$ cat src/rtl/fseq_pkg.sv
package fseq_pkg;

  typedef enum logic [1:0] {
    ENT_END   = 2'd0,
    ENT_CHAR  = 2'd1,
    ENT_FIELD = 2'd2,
    ENT_STOP  = 2'd3
  } ent_kind_e;

  typedef enum logic [2:0] {
    S_IDLE   = 3'd0,
    S_FETCH  = 3'd1,
    S_EMIT   = 3'd2,
    S_FREQ   = 3'd3,
    S_STREAM = 3'd4
  } seq_state_e;

  localparam logic [7:0] CH_LBRACE = 8'h7B;
  localparam logic [7:0] CH_RBRACE = 8'h7D;

endpackage

$ cat src/rtl/fseq_trigger.sv
module fseq_trigger #(
  parameter int unsigned    TRG_W   = 3,
  parameter bit             TRG_EN  = 1'b1,
  parameter logic [TRG_W-1:0] TRG_POL = '1
) (
  input  logic             clk,
  input  logic             rst_n,
  input  logic             en,
  input  logic [TRG_W-1:0] trig,
  output logic             fire
);

  generate
    if (TRG_EN) begin : g_edge
      logic [TRG_W-1:0] prev_q;
      logic [TRG_W-1:0] hit;

      for (genvar b = 0; b < TRG_W; b++) begin : g_bit
        if (TRG_POL[b]) begin : g_rise
          assign hit[b] = trig[b] & ~prev_q[b];
        end else begin : g_fall
          assign hit[b] = ~trig[b] & prev_q[b];
        end
      end

      always_ff @(posedge clk or negedge rst_n) begin
        if (!rst_n) prev_q <= '0;
        else        prev_q <= trig;
      end

      assign fire = en & (|hit);
    end else begin : g_free
      logic unused_in;
      assign unused_in = clk ^ rst_n ^ (^trig);
      assign fire      = en;
    end
  endgenerate

endmodule

$ cat src/rtl/fseq_args.sv
module fseq_args #(
  parameter int unsigned ARGS_W = 64,
  parameter int unsigned FV_W   = 32,
  parameter int unsigned SZ_W   = 6
) (
  input  logic              clk,
  input  logic              rst_n,
  input  logic              load,
  input  logic [ARGS_W-1:0] args,
  input  logic              consume,
  input  logic [SZ_W-1:0]   size,
  output logic [FV_W-1:0]   value
);

  logic [ARGS_W-1:0] shadow_q;
  logic [ARGS_W-1:0] shadow_d;
  logic [FV_W:0]     ones_ext;
  logic [FV_W-1:0]   mask;

  always_comb begin
    ones_ext = ({{FV_W{1'b0}}, 1'b1} << size) - 1'b1;
    if (32'(size) >= FV_W) mask = '1;
    else                   mask = ones_ext[FV_W-1:0];
  end

  assign value = shadow_q[FV_W-1:0] & mask;

  always_comb begin
    shadow_d = shadow_q;
    if (load)         shadow_d = args;
    else if (consume) shadow_d = shadow_q >> size;
  end

  always_ff @(posedge clk or negedge rst_n) begin
    if (!rst_n)              shadow_q <= '0;
    else if (load | consume) shadow_q <= shadow_d;
  end

endmodule

$ cat src/rtl/fseq_ctrl.sv
module fseq_ctrl
  import fseq_pkg::*;
#(
  parameter int unsigned AW   = 5,
  parameter int unsigned SZ_W = 6,
  parameter int unsigned SP_W = 8,
  parameter int unsigned FV_W = 32
) (
  input  logic            clk,
  input  logic            rst_n,
  input  logic            fire,
  output logic [AW-1:0]   fmt_addr,
  input  logic [1:0]      fmt_kind,
  input  logic [7:0]      fmt_char,
  input  logic [SZ_W-1:0] fmt_size,
  input  logic [SP_W-1:0] fmt_spec,
  output logic            shadow_load,
  output logic            shadow_consume,
  input  logic [FV_W-1:0] arg_value,
  output logic            fld_valid,
  input  logic            fld_ready,
  output logic [SZ_W-1:0] fld_size,
  output logic [SP_W-1:0] fld_spec,
  output logic [FV_W-1:0] fld_value,
  input  logic            fx_valid,
  input  logic [7:0]      fx_data,
  input  logic            fx_last,
  output logic            fx_ready,
  output logic            out_valid,
  output logic [7:0]      out_data,
  input  logic            out_ready,
  output logic            busy,
  output logic            done
);

  localparam int unsigned PW = AW + 1;
  localparam logic [PW-1:0] STEP1 = PW'(1);
  localparam logic [PW-1:0] STEP2 = PW'(2);

  seq_state_e      state_q, state_d;
  logic [PW-1:0]   ptr_q, ptr_d;
  logic [7:0]      chr_q, chr_d;
  logic [SZ_W-1:0] fsz_q, fsz_d;
  logic [SP_W-1:0] fsp_q, fsp_d;
  logic [FV_W-1:0] fvl_q, fvl_d;
  logic            done_q, done_d;
  logic            is_brace;
  logic            at_end;

  assign is_brace = (fmt_char == CH_LBRACE) || (fmt_char == CH_RBRACE);
  assign at_end   = ptr_q[AW] || (fmt_kind == ENT_END) || (fmt_kind == ENT_STOP);

  always_comb begin
    state_d        = state_q;
    ptr_d          = ptr_q;
    chr_d          = chr_q;
    fsz_d          = fsz_q;
    fsp_d          = fsp_q;
    fvl_d          = fvl_q;
    done_d         = 1'b0;
    shadow_load    = 1'b0;
    shadow_consume = 1'b0;
    unique case (state_q)
      S_IDLE: begin
        if (fire) begin
          shadow_load = 1'b1;
          ptr_d       = '0;
          state_d     = S_FETCH;
        end
      end
      S_FETCH: begin
        if (at_end) begin
          done_d  = 1'b1;
          state_d = S_IDLE;
        end else if (fmt_kind == ENT_CHAR) begin
          chr_d   = fmt_char;
          ptr_d   = ptr_q + (is_brace ? STEP2 : STEP1);
          state_d = S_EMIT;
        end else begin
          fsz_d          = fmt_size;
          fsp_d          = fmt_spec;
          fvl_d          = arg_value;
          shadow_consume = 1'b1;
          ptr_d          = ptr_q + STEP1;
          state_d        = S_FREQ;
        end
      end
      S_EMIT: begin
        if (out_ready) state_d = S_FETCH;
      end
      S_FREQ: begin
        if (fld_ready) state_d = S_STREAM;
      end
      S_STREAM: begin
        if (fx_valid && out_ready && fx_last) state_d = S_FETCH;
      end
      default: state_d = S_IDLE;
    endcase
  end

  always_ff @(posedge clk or negedge rst_n) begin
    if (!rst_n) begin
      state_q <= S_IDLE;
      ptr_q   <= '0;
      chr_q   <= '0;
      fsz_q   <= '0;
      fsp_q   <= '0;
      fvl_q   <= '0;
      done_q  <= 1'b0;
    end else begin
      state_q <= state_d;
      ptr_q   <= ptr_d;
      done_q  <= done_d;
      if (state_q == S_FETCH) begin
        chr_q <= chr_d;
        fsz_q <= fsz_d;
        fsp_q <= fsp_d;
        fvl_q <= fvl_d;
      end
    end
  end

  assign fmt_addr  = ptr_q[AW-1:0];
  assign busy      = (state_q != S_IDLE);
  assign done      = done_q;
  assign fld_valid = (state_q == S_FREQ);
  assign fld_size  = fsz_q;
  assign fld_spec  = fsp_q;
  assign fld_value = fvl_q;
  assign fx_ready  = (state_q == S_STREAM) && out_ready;
  assign out_valid = (state_q == S_EMIT) || ((state_q == S_STREAM) && fx_valid);
  assign out_data  = (state_q == S_STREAM) ? fx_data : chr_q;

endmodule

$ cat src/rtl/fmt_print_seq.sv
module fmt_print_seq #(
  parameter int unsigned      TRG_W   = 3,
  parameter bit               TRG_EN  = 1'b1,
  parameter logic [TRG_W-1:0] TRG_POL = 3'b101,
  parameter int unsigned      ARGS_W  = 64,
  parameter int unsigned      AW      = 5,
  parameter int unsigned      SZ_W    = 6,
  parameter int unsigned      SP_W    = 8,
  parameter int unsigned      FV_W    = 32
) (
  input  logic              clk,
  input  logic              rst_n,
  input  logic              en,
  input  logic [TRG_W-1:0]  trig,
  input  logic [ARGS_W-1:0] args,
  output logic [AW-1:0]     fmt_addr,
  input  logic [1:0]        fmt_kind,
  input  logic [7:0]        fmt_char,
  input  logic [SZ_W-1:0]   fmt_size,
  input  logic [SP_W-1:0]   fmt_spec,
  output logic              fld_valid,
  input  logic              fld_ready,
  output logic [SZ_W-1:0]   fld_size,
  output logic [SP_W-1:0]   fld_spec,
  output logic [FV_W-1:0]   fld_value,
  input  logic              fx_valid,
  input  logic [7:0]        fx_data,
  input  logic              fx_last,
  output logic              fx_ready,
  output logic              out_valid,
  output logic [7:0]        out_data,
  input  logic              out_ready,
  output logic              busy,
  output logic              done
);

  logic            fire;
  logic            start_ok;
  logic            shadow_load;
  logic            shadow_consume;
  logic [FV_W-1:0] arg_value;

  fseq_trigger #(
    .TRG_W  (TRG_W),
    .TRG_EN (TRG_EN),
    .TRG_POL(TRG_POL)
  ) trig_i (
    .clk  (clk),
    .rst_n(rst_n),
    .en   (en),
    .trig (trig),
    .fire (fire)
  );

  assign start_ok = fire & ~busy;

  fseq_args #(
    .ARGS_W(ARGS_W),
    .FV_W  (FV_W),
    .SZ_W  (SZ_W)
  ) args_i (
    .clk    (clk),
    .rst_n  (rst_n),
    .load   (shadow_load),
    .args   (args),
    .consume(shadow_consume),
    .size   (fmt_size),
    .value  (arg_value)
  );

  fseq_ctrl #(
    .AW  (AW),
    .SZ_W(SZ_W),
    .SP_W(SP_W),
    .FV_W(FV_W)
  ) ctrl_i (
    .clk           (clk),
    .rst_n         (rst_n),
    .fire          (start_ok),
    .fmt_addr      (fmt_addr),
    .fmt_kind      (fmt_kind),
    .fmt_char      (fmt_char),
    .fmt_size      (fmt_size),
    .fmt_spec      (fmt_spec),
    .shadow_load   (shadow_load),
    .shadow_consume(shadow_consume),
    .arg_value     (arg_value),
    .fld_valid     (fld_valid),
    .fld_ready     (fld_ready),
    .fld_size      (fld_size),
    .fld_spec      (fld_spec),
    .fld_value     (fld_value),
    .fx_valid      (fx_valid),
    .fx_data       (fx_data),
    .fx_last       (fx_last),
    .fx_ready      (fx_ready),
    .out_valid     (out_valid),
    .out_data      (out_data),
    .out_ready     (out_ready),
    .busy          (busy),
    .done          (done)
  );

endmodule

$ cat config.mk
export PLATFORM = sky130hd
export DESIGN_NAME = fmt_print_seq
export DESIGN_NICKNAME = d
export VERILOG_FILES = /design/src/rtl/fseq_pkg.sv /design/src/rtl/fseq_trigger.sv /design/src/rtl/fseq_args.sv /design/src/rtl/fseq_ctrl.sv /design/src/rtl/fmt_print_seq.sv
export SDC_FILE = /design/constraint.sdc
export NUM_CORES = 1
export LEC_CHECK = 0
export ABC_AREA = 0
export ABC_CLOCK_PERIOD_IN_PS = 2600
export BUFFER_PORTS_ARGS = -buffer_cell sky130_fd_sc_hd__buf_2
export CAP_MARGIN = 10
export CORE_UTILIZATION = 40
export CTS_BUF_LIST = sky130_fd_sc_hd__clkbuf_4 sky130_fd_sc_hd__clkbuf_8
export DETAILED_ROUTE_END_ITERATION = 7
export GPL_ROUTABILITY_DRIVEN = 0
export SLEW_MARGIN = 25
export SYNTH_ARGS = -nofsm -noshare
export SYNTH_HDL_FRONTEND = slang
export SYNTH_SLANG_ARGS = --single-unit
export TNS_END_PERCENT = 30
$ cat constraint.sdc
create_clock -name clk -period 2.6 [get_ports clk]
set_input_delay 0.52 -clock clk [delete_from_list [all_inputs] [get_ports clk]]
set_output_delay 0.52 -clock clk [all_outputs]
set_load 0.005 [all_outputs]
==> out/results.ini, run 1 <==
[run_status]
status = complete, but fails checks
violations = setup timing

[grt]
antenna_found_initial = 1
grt_pass1_vias = 11700
grtUsageTotal_pct = 34.5
grt_pass1_wl_mm = 72.2
gr-total-overflow = 0
grt_max_degree = 68

[final_layout]
layout_commonest_cell = buf_4
final_nets = 1626
final_cell_area_mm2 = 0.0139
antenna_cells = 0
mostFrequentLayoutCells = 228 x buf_4, 188 x nand2_1, 166 x buf_2
drive_above_1_share_pct = 37.3
area_growth_pct = 27.6

[job]
drv_cap = 0

[pwr]
powerDensity_mw_per_mm2 = 965
total_power_mw = 13.4
leakagePower_nw = 6.36
peakVddDrop_mv = 0.371

[timing]
tightestPinTransition_ns = 0.850
fin_skew_ns = 0.0190
fmax_ghz = 0.382
maxSlewViolCount = 0
timing.final.crit_period_ns = 2.62
slew_headroom_pct = 42.7
rsz0062_at_grt = yes
worst_slack_ns = -0.0181
setup-violations-final = 1
hold_viol_final = 0
finalCritPeriodShare_pct = 101

[yosys]
dominantRegCellSynth = dfrtp_1
syn_area_per_cell_um2 = 9.02
synth_warnings = 0
synth.distinct_cells = 79
synth_seq_cells = 131
synth_edf_count = 0
netlist_area_mm2 = 0.0109
synth_nets = 1314
ys_seq_area_share_pct = 30.2
synthArstFlopShare_pct = 100
postSynthCellCount = 1204

[clock_tree]
htree_levels = 4
clkTransAtPathRegs_ns = 0.09
cts_tree = done
cts.path.max_buffers = 2
post-cts-setup-buffer-count = 0
clk_latency_ns = 0.48
cts_buffers = 17
cts_root_buf = clkbuf_8
clock-sinks = 131

[route]
antenna_left = 0
routed_wl_mm = 47.6
via_per_inst = 6.45
vias = 12000
drtIter0Drc = 1775
route.detailed.drc = 0
post_drt_wl_per_cell_um = 25.5
drtPass1Iterations = 6

[placed_design]
dpl_cell_area_mm2 = 0.0134
dp_hpwl_mm = 36.1
port_buffers = 169

[worst_setup_path]
crit_arrival_ns = 2.97
worst_setup_path_end_kind = flop
cp-start-kind = input pin
crit_type = input pin to flop
cp.required_ns = 2.95
critPathMaxFanout = 19

[die]
die_w_um = 167
dieArea_mm2 = 0.0278
coreArea_mm2 = 0.0264
io-pin-count = 170
placementRows = 59
start_util_pct = 41.2
die_h_um = 167

[worst_hold_path]
hp-class = input pin to async pin

metrics by stage:
stage | setup slack (ns) | hold WS [ns] | TNS, ns | cells | util (%)
after detailed placement | -0.377 | 0.457 | -6.65 | 1832 | 51.0
after CTS | 0.0530 | 0.0391 | 0 | 1864 | 52.5
after global routing | -0.0200 | 0.0443 | -0.0200 | 1864 | 52.6
after floorplan | -0.0355 | 0.224 | -0.127 | 1204 | -
after global placement | -0.395 | 0.452 | -6.07 | 1832 | 51.0
final | -0.0181 | 0.0168 | -0.0181 | 1864 | 52.6
cell families after synthesis:
family,synth area share [%]
adder cells (fa/ha/maj),0.530
flip-flops,30.2
AND/OR/NAND/NOR,16.5
AO/OA/AOI/OAI,21.5
XOR/XNOR,0.968
multiplexers,24.2
buffers and inverters,6.08
worst max-delay path, cell delays in order:
cell and delay, ns:
buf_6 0.23, buf_4 0.27, buf_4 0.20, mux4_2 0.53
nand2_1 0.11, o31a_1 0.30, o221ai_1 0.25, a221oi_2 0.44
o21ai_1 0.10
synthesized netlist by cell type (all sizes together), types with 19 or more instances:
library cell | count | area (µm²)
a21oi | 60 | 300
mux4 | 53 | 1210
mux2 | 50 | 567
or3 | 19 | 119
o21ai | 114 | 571
nand2 | 188 | 706
nand3 | 20 | 100
dfrtp | 131 | 3280
nor2 | 69 | 259
o22ai | 29 | 188
mux2i | 85 | 851
nor3 | 28 | 155
buf | 62 | 424
clkbuf | 50 | 188
area by class of cell:
cell class | instances | area [µm²]
clock buffer | 18 | 241
tap | 335 | 419
clock inverter | 14 | 169
fill | 2497 | 12500
inverter | 13 | 48.8
multi-input combinational | 948 | 6950
sequential | 131 | 3280
timing repair buffer | 405 | 2750
path summary, 6_finish.rpt:
check / start / to / slack, ns / cells after the start
worst max-delay path: fmt_size[0] / args_i.shadow_q[2]$_DFFE_PN0P_ / -0.02 / 9
worst min register to register: ctrl_i.fld_size[2]$_DFFE_PN0P_ / ctrl_i.fld_size[2]$_DFFE_PN0P_ / 0.48 / 2
worst max register to register: ctrl_i.state_q[2]$_DFFE_PN0P_ / args_i.shadow_q[2]$_DFFE_PN0P_ / 0.04 / 6
max in group asynchronous: rst_n / ctrl_i.fld_value[1]$_DFFE_PN0P_ / 1.94 / 2
worst min-delay path: rst_n / args_i.shadow_q[31]$_DFFE_PN0P_ / 0.02 / 1
min in group clk: trig[2] / trig_i.g_edge.prev_q[2]$_DFF_PN0_ / 0.16 / 1
layer usage:
metal | wire (µm) | global-route usage, % | vias up | part of all wire [%]
li1 | - | - | 5162 | -
met1 | 18800 | 46.7 | 5690 | 39
met2 | 19600 | 49.0 | 962 | 41
met3 | 6350 | 10.6 | 205 | 13
met4 | 2890 | 18.9 | 0 | 6.1
met5 | 0 | 0 | - | 0
registers in the layout, summed over array words and instances (netlist names):
name and flops:
ctrl_i.ptr_q 6, args_i.shadow_q 64, ctrl_i.fld_spec 8, trig_i.g_edge.prev_q 3, ctrl_i.fld_value 32, ctrl_i.done 1
ctrl_i.fld_size 6, ctrl_i.chr_q 8, ctrl_i.state_q 3
report_power, final:
part	internal (mW)	switching, mW
combinational	3.57	3.76
sequential	2.91	1.21
clock	0.900	1.02
total	7.38	5.99
timing repair:
item / CTS / global route
endpoints found under the setup margin: 0 / 6
hold buffers: 0 / 0
gates resized for setup: 0 / 4
No activity file was read; power rests on OpenSTA's default activity.
==> run 2: changes to the inputs <==
ABC_CLOCK_PERIOD_IN_PS = 2900   (was 2600)
REMOVE_ABC_BUFFERS = 1   (was unset)
clock period = 2.9 ns   (was 2.6 ns; I/O delays follow)
==> run 2 against run 1 <==
Effect of this change: the run now ends clean; worst setup slack better by 0.22 ns; register-to-register slack better by 0.27 ns; hold slack worse by 0.012 ns; critical path type unchanged; largest cell class unchanged; largest power group unchanged; highest routed layer unchanged.
==> out/results.ini, run 2 (synthesis gave the netlist of run 1 again) <==
[route]
vias = 11700  ; -2.3%
routed_wl_mm = 46.3  ; -2.8%
drtIter0Drc = 1701  ; -4.2%
route.detailed.drc = 0  ; unchanged
drtPass1Iterations = 7  ; +1
via_per_inst = 6.54  ; +1.5%
post_drt_wl_per_cell_um = 25.8  ; +0.99%
antenna_left = 0  ; unchanged

[worst_setup_path]
crit_chain = buf_4 -> buf_12 -> buf_4 -> mux2_2 -> o221ai_1 -> o221ai_1 -> a221oi_1 -> o21ai_1
reg2reg_depth = 6  ; unchanged
critPathBufInv = 3  ; unchanged
worst_setup_path_end_kind = flop
slowest_stage = a221oi_1
crit_type = input pin to flop
cp_top_family = compound AO/OA/AOI/OAI gates
rr_startpoint = ctrl_i.state_q[1]$_DFFE_PN0P_
cp-start-kind = input pin
cp.depth = 8  ; -1
cpPeakStageDelay_ns = 0.49  ; -0.04 ns
critPathMaxFanout = 24  ; +5
crit_arrival_ns = 3.04  ; +0.07 ns
cp.required_ns = 3.24  ; +0.29 ns
critPathLaunch = fmt_size[0]

[clock_tree]
clock-sinks = 131  ; unchanged
htree_levels = 4  ; unchanged
clk_latency_ns = 0.48  ; about the same
cts.path.max_buffers = 2  ; unchanged
clkTransAtPathRegs_ns = 0.10  ; about the same
cts_tree = done
cts_root_buf = clkbuf_8
cts_buffers = 17  ; unchanged

[final_layout]
antenna_cells = 0  ; unchanged
layout_commonest_cell = nand2_1
final_nets = 1557  ; -4.2%
largest_reg_flops = 64  ; unchanged
largest_register = args_i.shadow_q
area_growth_pct = 22.4
mostFrequentLayoutCells = 188 x nand2_1, 166 x buf_2, 160 x buf_4
fill_cells = 2572  ; +3.0%
final_cells = 1795  ; -3.7%
drive_above_1_share_pct = 34.0  ; -3.2 points
final_cell_area_mm2 = 0.0133  ; -4.1%

[run_status]
status = finished, final reports clean

[timing]
tightestPinTransition_ns = 0.881  ; +0.0307 ns
fin_skew_ns = 0.0226  ; +0.00359 ns
finalCritPeriodShare_pct = 92.9
fmax_ghz = 0.371
maxSlewViolCount = 0  ; unchanged
timing.final.crit_period_ns = 2.69
hold_viol_final = 0  ; unchanged
setup-violations-final = 0  ; -1
worst_slack_ns = 0.207  ; +0.225 ns
fin_tns_setup_ns = 0  ; +0.0181 ns
rsz0062_at_grt = no
slew_headroom_pct = 40.8  ; -1.9 points

[grt]
grt_max_degree = 61  ; -10%
grtUsageTotal_pct = 33.5  ; -1.1 points
antenna_found_initial = 0  ; -1
grt_pass1_vias = 11100  ; -5.6%
gr-total-overflow = 0  ; unchanged
grt_pass1_wl_mm = 70.2  ; -2.8%

[die]
placementRows = 59  ; unchanged
dieArea_mm2 = 0.0278  ; unchanged
coreArea_mm2 = 0.0264  ; unchanged
die_w_um = 167  ; unchanged
die_h_um = 167  ; unchanged
io-pin-count = 170  ; unchanged
start_util_pct = 41.2  ; unchanged

[placed_design]
dp_slack_ns = -0.127  ; +0.250 ns
dpl_cell_area_mm2 = 0.0129  ; -4.0%
port_buffers = 169  ; unchanged
dp_hpwl_mm = 34.3  ; -5.0%
dp.cells = 1761  ; -3.9%

[pwr]
leakagePower_nw = 6.00  ; -5.6%
peakVddDrop_mv = 0.352  ; -5.0%
powerDensity_mw_per_mm2 = 853  ; -12%

[worst_hold_path]
hp-class = input pin to async pin

[job]
drv_cap = 0  ; unchanged

[run 2: metal layers]
metal | share of wire (%) | routed length, µm | track usage, % | up-vias
met4 | 5.9 | 2740 | 17.5 | 0
li1 | - | - | - | 5028
met1 | 39 | 18000 | 44.5 | 5604
met3 | 13 | 5870 | 9.62 | 197
met2 | 42 | 19600 | 49.3 | 915
met5 | 0 | 0 | 0 | -
[run 2: worst paths after layout]
path	slack [ns]	endpoint
worst min-delay path	0.005	ctrl_i.chr_q[6]$_DFFE_PN0P_
worst max register to register	0.31	args_i.shadow_q[0]$_DFFE_PN0P_
worst min register to register	0.47	ctrl_i.fld_value[28]$_DFFE_PN0P_
worst max-delay path	0.21	args_i.shadow_q[2]$_DFFE_PN0P_
min in group clk	0.21	trig_i.g_edge.prev_q[1]$_DFF_PN0_
max in group asynchronous	2.09	args_i.shadow_q[33]$_DFFE_PN0P_
[run 2: metrics by stage]
step / util, % / power (mW) / hold slack [ns]
floorplan: - / 6.61 / 0.284
global placement: 48.9 / 9.40 / 0.452
detailed placement: 48.9 / 9.48 / 0.460
CTS: 50.4 / 11.1 / 0.0186
global route: 50.4 / 11.9 / 0.0382
finish: 50.4 / 11.3 / 0.00502
[run 2: area by class of cell]
| cell class | count | area [µm²] | area share, % |
|---|---|---|---|
| Timing Repair Buffer | 336 | 2220 | 16.7 |
| Clock buffer | 18 | 241 | 1.82 |
| Clock inverter | 14 | 143 | 1.07 |
| Inverter | 13 | 48.8 | 0.367 |
| Sequential cell | 131 | 3280 | 24.7 |
| Multi-Input combinational cell | 948 | 6940 | 52.2 |
| Tap cell | 335 | 419 | 3.15 |
[run 2: where the power goes]
| group | switching [mW] | total (mW) | leakage [nW] | internal (mW) |
|---|---|---|---|---|
| Clock | 0.913 | 1.63 | 0.187 | 0.714 |
| Sequential | 1.03 | 3.64 | 1.63 | 2.61 |
| Combinational | 3.19 | 6.07 | 4.19 | 2.88 |
[run 2: worst register-to-register path: cells and delay by family, from the launching register on]
family             cells  cell delay, ns
AOI/OAI and AO/OA      3            0.70
DFF                    1            0.46
and+or+nand+nor        3            1.31
[run 2: what timing repair did]
item,4_1_cts,5_1_grt
gates resized for setup,0,0
hold buffers,0,0
buffers inserted,0,2
endpoints found under the setup margin,0,1
==> run 3: changes to the inputs <==
ABC_AREA = 1   (was 0)
==> run 3 against run 2 <==
Effect of this change: sequential cell count unchanged; die area shrank 3.0%; first-iteration DRC count decreased by 4.9%; critical endpoint is now out_data[5]; sequential share of layout area grew 2.4 points; largest cell class unchanged; wire length fell by 11%; largest power group unchanged.
==> out/results.ini, run 3 <==
[worst_setup_path]
cp-start-kind = flop
worst_setup_path_end_kind = output pin
critPathMaxFanout = 9  ; -63%
critPathLaunch = ctrl_i.state_q[1]$_DFFE_PN0P_
cp.required_ns = 2.32  ; -0.92 ns
crit_type = flop to output pin
rr_startpoint = ctrl_i.state_q[2]$_DFFE_PN0P_
crit_arrival_ns = 1.77  ; -1.27 ns

[clock_tree]
cts.path.max_buffers = 2  ; unchanged
cts_resized = 0  ; unchanged
htree_levels = 4  ; unchanged
post-cts-setup-buffer-count = 0  ; unchanged
cts_tree = done
cts_root_buf = clkbuf_8
clkTransAtPathRegs_ns = 0.10  ; about the same
clock-sinks = 131  ; unchanged
cts_hold_buf = 0  ; unchanged
clk_latency_ns = 0.48  ; about the same
cts_buffers = 17  ; unchanged

[yosys]
synth_edf_count = 0  ; unchanged
synth.distinct_cells = 42  ; -47%
netlist_area_mm2 = 0.0105  ; -3.0%
dominantRegCellSynth = dfrtp_1
synthArstFlopShare_pct = 100  ; unchanged
synth.most_common_cell = nand2_1
synthTopCellsByArea = dfrtp_1 31%, nand3_1 22%, nand2_1 20%, nor2_1 4.8%, inv_1 2.8%
synth.top_cell.area_share_pct = 31.1  ; +0.93 points
postSynthCellCount = 1720  ; +43%
yosysTopAreaCell = dfrtp_1
syn_area_per_cell_um2 = 6.13  ; -32%
ys_seq_area_share_pct = 31.1  ; +0.93 points
synth_seq_cells = 131  ; unchanged
synth_common_cells = 575 x nand2_1, 470 x nand3_1, 134 x nor2_1
synth_warnings = 0  ; unchanged

[grt]
grtUsageTotal_pct = 31.0  ; -2.5 points
grt_pass1_wl_mm = 63.5  ; -9.5%
grt_pass1_vias = 11300  ; +2.3%
gr-total-overflow = 0  ; unchanged
grt_max_degree = 78  ; +28%
antenna_found_initial = 0  ; unchanged

[placed_design]
dp.cells = 2159  ; +23%
dp_slack_ns = 0.255  ; +0.382 ns
dp_hpwl_mm = 30.2  ; -12%
port_buffers = 169  ; unchanged

[timing]
fin_tns_setup_ns = 0  ; unchanged
tightestPinTransition_ns = 0.856  ; -0.0252 ns
setup-violations-final = 0  ; unchanged
finalCritPeriodShare_pct = 81.1  ; -12 points
fin_skew_ns = 0.0160  ; -0.00656 ns
fmax_ghz = 0.425  ; +15%
maxSlewViolCount = 0  ; unchanged
timing.final.crit_period_ns = 2.35  ; -0.342 ns
hold_viol_final = 0  ; unchanged
rsz0062_at_grt = no
slew_headroom_pct = 43.0  ; +2.1 points
worst_slack_ns = 0.549  ; +0.342 ns

[die]
dieArea_mm2 = 0.0270  ; -3.0%
coreArea_mm2 = 0.0259  ; -1.7%
die_h_um = 164  ; -1.5%
io-pin-count = 170  ; unchanged
die_w_um = 164  ; -1.5%
placementRows = 59  ; unchanged
start_util_pct = 40.7  ; -0.55 points

[final_layout]
area_growth_pct = 15.0
final_cells = 2191  ; +22%
largest_reg_flops = 64  ; unchanged
layout_commonest_cell = nand2_1
final_nets = 1953  ; +25%
mostFrequentLayoutCells = 575 x nand2_1, 470 x nand3_1, 168 x buf_2
antenna_cells = 0  ; unchanged
largest_register = args_i.shadow_q
drive_above_1_share_pct = 14.9  ; -19 points

[pwr]
powerDensity_mw_per_mm2 = 769  ; -9.8%
leakagePower_nw = 6.47  ; +7.8%
peakVddDrop_mv = 0.325  ; -7.8%

[route]
drtIter0Drc = 1617  ; -4.9%
post_drt_wl_per_cell_um = 18.8  ; -27%
vias = 12600  ; +7.4%
route.detailed.drc = 0  ; unchanged
drtPass1Iterations = 8  ; +1
routed_wl_mm = 41.2  ; -11%
via_per_inst = 5.75  ; -12%
antenna_left = 0  ; unchanged

[job]
drv_cap = 0  ; unchanged

[run_status]
status = finished, final reports clean

[worst_hold_path]
hp-class = input pin to async pin

==> run 3: changes by cell type after synthesis, moves of 23 or more <==
| cell | before | now |
|---|---|---|
| mux2_2 | 49 | 7 |
| o21ai_0 | 104 | 53 |
| inv_1 | 11 | 78 |
| mux4_2 | 48 | 0 |
| clkbuf_1 | 50 | 27 |
| mux2i_1 | 85 | 1 |
| nand3_1 | 20 | 470 |
| a21oi_1 | 60 | 14 |
| nand2_1 | 188 | 575 |
| buf_2 | 28 | 54 |
| nor2_1 | 69 | 134 |
==> run 3: final timing paths <==
| kind | endpoint | slack [ns] | cells past startpoint |
|---|---|---|---|
| max | out_data[5] | 0.55 | 7 |
| max in group asynchronous | ctrl_i.fld_spec[2]$_DFFE_PN0P_ | 2.02 | 2 |
| min | ctrl_i.fld_spec[7]$_DFFE_PN0P_ | 0.05 | 1 |
| min reg2reg | ctrl_i.fld_value[8]$_DFFE_PN0P_ | 0.48 | 2 |
| max reg2reg | args_i.shadow_q[33]$_DFFE_PN0P_ | 0.76 | 6 |
| min in group clk | trig_i.g_edge.prev_q[0]$_DFF_PN0_ | 0.23 | 1 |
==> run 3: report_power, final <==
group | total [mW] | internal (mW) | switching [mW] | leakage (nW)
Clock | 1.67 | 0.722 | 0.944 | 0.204
Combinational | 4.23 | 1.61 | 2.62 | 4.63
Sequential | 3.42 | 2.61 | 0.810 | 1.64
==> run 3: stage by stage <==
stage	area (µm²)	total power [mW]	utilization (%)	hold slack (ns)
CTS	12100	9.30	46.8	0.0728
floorplan	9980	5.79	-	0.284
detailed placement	11700	7.63	45.2	0.461
global placement	11700	7.55	45.2	0.456
global route	12100	10.1	46.8	0.0802
finish	12100	9.32	46.8	0.0532
==> run 3: cell families (layout without fill, tap and decap cells) <==
family,after synthesis,in the layout,share of synthesized area (%)
flops,131,131,31.1
xor+xnor,3,3,0.249
mux,8,8,0.843
buf+inv,201,337,8.37
simple gates,1235,1235,51.2
fa+ha+maj,4,4,0.546
compound gates,138,138,7.67
==> run 3: cell type report <==
type / instances / area [µm²]
clock buffers: 17 / 234
clock inverters: 15 / 168
fillers: 2809 / 13800
inverters: 87 / 327
multi-input cells: 1388 / 6390
flip-flops and latches: 131 / 3280
well taps: 335 / 419
repair buffers: 218 / 1310
==> run 3: worst max-delay path, cell delays in order (launching register included) <==
cell and delay [ns]:
dfrtp_1 0.44, inv_1 0.11, nand2_1 0.07, nor2_1 0.13, clkinv_1 0.24, nand2_1 0.13
nand2_1 0.05, buf_2 0.12
==> run 3: routing by layer <==
metal	routed length, µm	vias to the layer above	global-route usage (%)	part of all wire, %
li1	-	6014	-	-
met1	17700	5708	43.3	43
met2	17700	767	47.5	43
met3	4140	119	4.92	10
met4	1660	0	12.1	4.0
met5	0	-	0	0
